==> src/rtl/sc_ring_pkg.sv <==
package sc_ring_pkg;

  typedef enum logic [1:0] {
    SEQ_IDLE  = 2'd0,
    SEQ_SETUP = 2'd1,
    SEQ_REQ   = 2'd2
  } seq_state_e;

  localparam logic [1:0] DM_CELL = 2'd0;
  localparam logic [1:0] DM_ADJ  = 2'd1;
  localparam logic [1:0] DM_ALT  = 2'd2;

  // distance from reference cell to signal cell for a pairing mode
  function automatic logic [1:0] pair_gap(input logic [1:0] dm);
    case (dm)
      DM_ADJ:  return 2'd1;
      DM_ALT:  return 2'd2;
      default: return 2'd0;
    endcase
  endfunction

endpackage

==> src/rtl/sc_wr_pacer.sv <==
module sc_wr_pacer #(
  parameter int NCELLS     = 64,
  parameter int SAMPLE_DIV = 62
) (
  input  logic                      clk,
  input  logic                      rst,
  input  logic                      wr_en,
  input  logic                      fe_cont,
  output logic [$clog2(NCELLS)-1:0] wr_ptr,
  output logic [$clog2(NCELLS)-1:0] wr_next,
  output logic                      fe_rst
);
  localparam int PW = $clog2(NCELLS);
  localparam int DW = $clog2(SAMPLE_DIV + 1);
  localparam logic [DW-1:0] DIV_LAST = DW'(SAMPLE_DIV - 1);

  logic [DW-1:0] div_cnt;
  logic          tick;

  always_comb begin
    tick    = wr_en && (div_cnt == DIV_LAST);
    wr_next = tick ? wr_ptr + 1'b1 : wr_ptr;
  end

  always_ff @(posedge clk) begin
    if (rst) begin
      div_cnt <= '0;
      wr_ptr  <= '0;
      fe_rst  <= 1'b0;
    end else begin
      if (wr_en) div_cnt <= tick ? '0 : div_cnt + 1'b1;
      wr_ptr <= wr_next;
      fe_rst <= fe_cont | tick;
    end
  end

  AST_WR_STEP: assert property (@(posedge clk) disable iff (rst)
    (wr_ptr != $past(wr_ptr)) |-> (wr_ptr == PW'($past(wr_ptr) + 1'b1)));
  AST_WR_FROZEN: assert property (@(posedge clk) disable iff (rst)
    !wr_en |=> $stable(wr_ptr));
  AST_FE_HELD: assert property (@(posedge clk) disable iff (rst)
    fe_cont |=> fe_rst);

endmodule

==> src/rtl/sc_pair_gen.sv <==
module sc_pair_gen
  import sc_ring_pkg::*;
#(
  parameter int NCELLS = 64
) (
  input  logic                      clk,
  input  logic                      rst,
  input  logic                      load,
  input  logic [$clog2(NCELLS)-1:0] base,
  input  logic [$clog2(NCELLS)-1:0] k,
  input  logic [1:0]                dmode,
  output logic [$clog2(NCELLS)-1:0] rd_sig,
  output logic [$clog2(NCELLS)-1:0] rd_ref
);
  localparam int PW = $clog2(NCELLS);

  logic [PW-1:0] ref_c;

  always_comb ref_c = base + k;

  always_ff @(posedge clk) begin
    if (rst) begin
      rd_sig <= '0;
      rd_ref <= '0;
    end else if (load) begin
      rd_ref <= ref_c;
      rd_sig <= ref_c + PW'(pair_gap(dmode));
    end
  end

endmodule

==> src/rtl/sc_read_seq.sv <==
module sc_read_seq
  import sc_ring_pkg::*;
#(
  parameter int NCELLS = 64
) (
  input  logic                      clk,
  input  logic                      rst,
  input  logic                      trig,
  input  logic                      mode_cont,
  input  logic [1:0]                dig_mode,
  input  logic                      conv_done,
  input  logic [$clog2(NCELLS)-1:0] wr_ptr,
  input  logic [$clog2(NCELLS)-1:0] wr_next,
  input  logic [$clog2(NCELLS)-1:0] rd_sig,
  input  logic [$clog2(NCELLS)-1:0] rd_ref,
  output logic                      accept,
  output logic                      busy,
  output logic                      cont_l,
  output logic                      load,
  output logic [$clog2(NCELLS)-1:0] base,
  output logic [$clog2(NCELLS)-1:0] k,
  output logic [1:0]                dmode_l,
  output logic                      conv_req,
  output logic                      seq_done,
  output logic                      col_err
);
  localparam int PW = $clog2(NCELLS);

  seq_state_e    state;
  logic [PW-1:0] last_k;
  logic          hit;

  always_comb begin
    accept = (state == SEQ_IDLE) && trig;
    busy   = (state != SEQ_IDLE);
    load   = (state == SEQ_SETUP);
    last_k = PW'(NCELLS - 1) - PW'(pair_gap(dmode_l));
    hit    = conv_req && cont_l && ((wr_ptr == rd_sig) || (wr_ptr == rd_ref));
  end

  always_ff @(posedge clk) begin
    if (rst) begin
      state    <= SEQ_IDLE;
      base     <= '0;
      k        <= '0;
      cont_l   <= 1'b0;
      dmode_l  <= DM_CELL;
      conv_req <= 1'b0;
      seq_done <= 1'b0;
      col_err  <= 1'b0;
    end else begin
      seq_done <= 1'b0;
      if (hit) col_err <= 1'b1;
      case (state)
        SEQ_IDLE: if (trig) begin
          base    <= wr_next + 1'b1;
          k       <= '0;
          cont_l  <= mode_cont;
          dmode_l <= dig_mode;
          state   <= SEQ_SETUP;
        end
        SEQ_SETUP: begin
          conv_req <= 1'b1;
          state    <= SEQ_REQ;
        end
        SEQ_REQ: if (conv_done) begin
          conv_req <= 1'b0;
          if (k == last_k) begin
            state    <= SEQ_IDLE;
            seq_done <= 1'b1;
          end else begin
            k     <= k + 1'b1;
            state <= SEQ_SETUP;
          end
        end
        default: state <= SEQ_IDLE;
      endcase
    end
  end

  AST_REQ_HOLD: assert property (@(posedge clk) disable iff (rst)
    (conv_req && !conv_done) |=> conv_req);
  AST_REQ_DROP: assert property (@(posedge clk) disable iff (rst)
    (conv_req && conv_done) |=> !conv_req);
  AST_ERR_STICKY: assert property (@(posedge clk) disable iff (rst)
    col_err |=> col_err);
  AST_NO_ERR_STOPPED: assert property (@(posedge clk) disable iff (rst)
    (busy && !cont_l) |=> $stable(col_err));
  AST_DONE_PULSE: assert property (@(posedge clk) disable iff (rst)
    seq_done |=> !seq_done);
  AST_DONE_IDLE: assert property (@(posedge clk) disable iff (rst)
    seq_done |-> (!busy && !conv_req));

endmodule

==> src/rtl/sc_ring_ctrl.sv <==
module sc_ring_ctrl #(
  parameter int NCELLS     = 64,
  parameter int SAMPLE_DIV = 62
) (
  input  logic                      clk,
  input  logic                      rst,
  input  logic                      trig,
  input  logic                      mode_cont,
  input  logic [1:0]                dig_mode,
  input  logic                      fe_cont,
  input  logic                      conv_done,
  output logic [$clog2(NCELLS)-1:0] wr_idx,
  output logic [$clog2(NCELLS)-1:0] rd_sig_idx,
  output logic [$clog2(NCELLS)-1:0] rd_ref_idx,
  output logic                      fe_rst,
  output logic                      conv_req,
  output logic                      seq_done,
  output logic                      col_err
);
  localparam int PW = $clog2(NCELLS);

  logic          accept, busy, cont_l, load, wr_en;
  logic [PW-1:0] wr_next, base, k;
  logic [1:0]    dmode_l;

  // writer halts for a stopped-regime readout, including the trigger edge
  always_comb wr_en = !(busy && !cont_l) && !(accept && !mode_cont);

  sc_wr_pacer #(.NCELLS(NCELLS), .SAMPLE_DIV(SAMPLE_DIV)) u_pacer (
    .clk(clk), .rst(rst), .wr_en(wr_en), .fe_cont(fe_cont),
    .wr_ptr(wr_idx), .wr_next(wr_next), .fe_rst(fe_rst)
  );

  sc_read_seq #(.NCELLS(NCELLS)) u_seq (
    .clk(clk), .rst(rst), .trig(trig), .mode_cont(mode_cont),
    .dig_mode(dig_mode), .conv_done(conv_done),
    .wr_ptr(wr_idx), .wr_next(wr_next),
    .rd_sig(rd_sig_idx), .rd_ref(rd_ref_idx),
    .accept(accept), .busy(busy), .cont_l(cont_l), .load(load),
    .base(base), .k(k), .dmode_l(dmode_l),
    .conv_req(conv_req), .seq_done(seq_done), .col_err(col_err)
  );

  sc_pair_gen #(.NCELLS(NCELLS)) u_pair (
    .clk(clk), .rst(rst), .load(load), .base(base), .k(k),
    .dmode(dmode_l), .rd_sig(rd_sig_idx), .rd_ref(rd_ref_idx)
  );

  AST_TRIG_STOPS: assert property (@(posedge clk) disable iff (rst)
    (accept && !mode_cont) |=> (wr_idx == $past(wr_idx)));

endmodule

==> config.mk <==
export PLATFORM = sky130hd
export DESIGN_NAME = sc_ring_ctrl
export DESIGN_NICKNAME = d
export VERILOG_FILES = /design/src/rtl/sc_ring_pkg.sv /design/src/rtl/sc_wr_pacer.sv /design/src/rtl/sc_pair_gen.sv /design/src/rtl/sc_read_seq.sv /design/src/rtl/sc_ring_ctrl.sv
export SDC_FILE = /design/constraint.sdc
export NUM_CORES = 1
export LEC_CHECK = 0
export BUFFER_PORTS_ARGS = -buffer_cell sky130_fd_sc_hd__buf_2
export CAP_MARGIN = 0
export CORE_MARGIN = 2
export CORE_UTILIZATION = 48
export CTS_BUF_LIST = sky130_fd_sc_hd__clkbuf_4 sky130_fd_sc_hd__clkbuf_8
export DETAILED_ROUTE_END_ITERATION = 8
export GPL_ROUTABILITY_DRIVEN = 0
export GPL_TIMING_DRIVEN = 0
export PLACE_DENSITY = 0.77
export SYNTH_ARGS = -nofsm -noshare
export SYNTH_HDL_FRONTEND = slang
export SYNTH_SLANG_ARGS = --single-unit
export TNS_END_PERCENT = 50
==> constraint.sdc <==
create_clock -name clk -period 2.3 [get_ports clk]
set_input_delay 0.115 -clock clk [delete_from_list [all_inputs] [get_ports clk]]
set_output_delay 0.115 -clock clk [all_outputs]
set_load 0.01 [all_outputs]
==> impl_metrics.yaml <==
outcome:
  status: "finished, violations left"
  violations: "negative setup slack"
global_routing:
  grt_pass1_vias: 2040
  overflow: 0
  use_met2_pct: 34.11
  use_met3_pct: 5.357
  grt_max_degree: 14
  grt_pass1_wl_um: 9791
  grt_use_total_pct: 20.86
  grtUsageMet1_pct: 27.11
  antenna_found_initial: 0
  busiest_layer: "met2"
layout:
  n_antenna_cell: 0
  final_util_pct: 57.10
  syn_to_final_growth_pct: 15.98
  drive_gt1_share_pct: 18.54
  design_area_um2: 2879
  instances_no_fill: 399
  nets: 351
  fill_cells: 469
critical_path:
  crit_arrival_ns: 2.57
  startpoint_type: "flip-flop"
  setup.worst_path.end_class: "flip-flop"
  crit_type: "flip-flop to flip-flop"
  critical_path_required_ns: 2.56
  worstPathMaxFanout: 10
die:
  fp.dieW_um: 75.92
  dieArea_um2: 5763
  rows: 26
  coreArea_um2: 5042
  start_util_pct: 49.23
  dieHeight_um: 75.92
  io_pins: 30
detailed_routing:
  ant_nets: 0
  first_iter_violations: 122
  vias_per_cell: 5.343
  avgRoutedWirePerCell_um: 14.19
  wirelength_um: 5663
  route.detailed.drc: 0
  vias: 2132
  drtPass1Iterations: 4
sta:
  min_period_over_period_pct: 100.6
  drv_slew: 0
  hold_viol_final: 0
  rsz0062_at_grt: "true"
  setup_tns_ns: -0.01275
  relSlewSlack_pct: 63.65
  clock.fmax_ghz: 0.4324
  setup_viol: 1
  tightestPinTransition_ns: 0.5395
  clock_skew_ns: 0.01254
  fin_crit_ns: 2.313
  timing.final.ws_setup_ns: -0.01275
  whs_ns: 0.01277
clock_network:
  postCtsHoldBufs: 0
  clkSlewWorstSetupHoldPaths_ns: 0.09
  clkSinkCount: 45
  cts_tree: "built"
  clk_path_buf_depth: 2
  clk_latency_ns: 0.31
  cts_buffers: 5
  cts-root-buf: "clkbuf_8"
  cts_max_level: 2
power:
  ir_drop_v: 0.0002257
  leakage_nw: 1.184
  powerDensity_nw_per_um2: 541.2
  finalPower_mw: 1.558
synthesis:
  synth_cells: 292
  yosysSeqAreaShare_pct: 36.29
  syn_avg_cell_area_um2: 8.501
  syn_area_um2: 2482
  ys_types: 50
  synth_nets: 314
  yosysWarnings: 0
  synthFlopType: "dfxtp_1"
  synth_edf_count: 0
  ys_ff_latch: 45
  synthArstFlopShare_pct: 0
placement:
  portBuffers: 28
  dp_slack_ns: -0.2055
  dpl.cell_count: 390
  hpwl_um: 4204
  dpl_cell_area_um2: 2710
job:
  maxCapViolCount: 0
hold_path:
  hold_path_class: "input port to flip-flop"
==> layout by cell type (no fill, tap or decap), types with 7 or more instances in the layout <==
cell type / instances
xnor2_1: 24
a21oi_1: 25
nor3_1: 7
nor2_1: 25
dfxtp_1: 40
clkbuf_1: 9
buf_2: 31
nand3_1: 7
xor2_1: 8
ha_1: 11
nand2_1: 42
==> report_power, final <==
group | internal [mW] | total [mW] | switching (mW) | leakage, nW
clock | 0.238 | 0.513 | 0.275 | 0.0433
sequential | 0.811 | 0.844 | 0.0329 | 0.367
combinational | 0.0797 | 0.201 | 0.121 | 0.774
total | 1.13 | 1.56 | 0.430 | 1.18
==> timing repair <==
| item | in CTS | in global routing |
|---|---|---|
| gates resized for setup | 6 | 11 |
| endpoints found under the setup margin | 2 | 4 |
| hold endpoints to repair | 0 | 0 |
| pin swaps | 2 | 2 |
| buffers inserted | 2 | 0 |
==> logic make-up (layout without fill, tap and decap cells) <==
logic type      after synthesis  after routing  share of synthesized area, %
simple gates                116            116                         23.13
compound gates               60             60                         15.73
buf+inv                      20             57                         3.780
xor+xnor                     36             36                         13.00
fa+ha+maj                    14             14                         7.661
mux                           1              1                        0.4032
flops                        45             45                         36.29
==> cell type report <==
class	instances	area (um2)	share of cell area, %
tap	70	87.58	3.042
multi-input combinational	227	1544	53.63
buffer	15	76.32	2.651
inverter	5	18.77	0.6519
timing repair buffer	30	155.1	5.389
clock inverter	1	7.507	0.2608
sequential	45	907.1	31.51
clock buffer	6	82.58	2.868
==> worst paths after layout <==
check | startpoint | cells past startpoint | to | slack, ns
setup / recovery | u_seq.state[0] | 9 | u_seq.base[4] | -0.01
hold / removal | fe_cont | 3 | u_pacer.fe_rst | 0.01
setup reg to reg | u_seq.state[0] | 9 | u_seq.base[4] | -0.01
hold reg to reg | u_seq.base[3] | 2 | u_seq.base[3] | 0.47
==> layer usage <==
layer,vias up,wire length [um]
met5,-,0
met2,42,2746
met1,998,2644
li1,1085,-
met3,7,200
met4,0,72
==> critical path, cell delays in order (launching register included) <==
cell	delay [ns]
dfxtp_2	0.35
or4b_4	0.56
o2111a_2	0.20
buf_6	0.15
xnor2_4	0.17
inv_1	0.07
ha_2	0.19
a21boi_1	0.14
xnor2_1	0.27
a22o_1	0.17
==> flip-flops by register name (all words and copies together), names as in the netlist <==
name / cells
u_pacer.div_cnt: 6
u_seq.dmode_l: 2
u_pacer.wr_ptr: 6
u_seq.conv_req: 1
u_seq.base: 6
u_seq.col_err: 1
u_pair.rd_ref: 6
u_seq.seq_done: 1
u_seq.state: 2
u_seq.k: 6
u_pacer.fe_rst: 1
u_pair.rd_sig: 6
u_seq.cont_l: 1
==> synthesized netlist by cell type, drive strengths merged (2+ instances only) <==
library cell	count	area, um2
nor3b	2	15.01
nand3	7	35.03
o21ai	6	30.03
a21boi	2	15.01
a22o	2	17.52
dfxtp	45	900.9
nand2b	3	18.77
nor2b	4	25.02
a31oi	2	12.51
and3	3	23.77
xor2	11	103.9
o2111ai	2	23.77
inv	5	18.77
or4b	2	23.77
a211oi	4	30.03
or3	6	37.54
nand2	43	163.9
nand4	2	12.51
xnor2	25	219.0
fa	2	40.04
nand3b	3	22.52
a21o	5	37.54
and2	2	12.51
nor2	25	93.84
clkbuf	10	37.54
o31ai	3	22.52
buf	5	37.53
o211ai	3	22.52
nor3	7	35.03
nor4	2	12.51
a21oi	26	133.9
ha	12	150.1
Note: power is estimated with default switching activity, not from simulation.
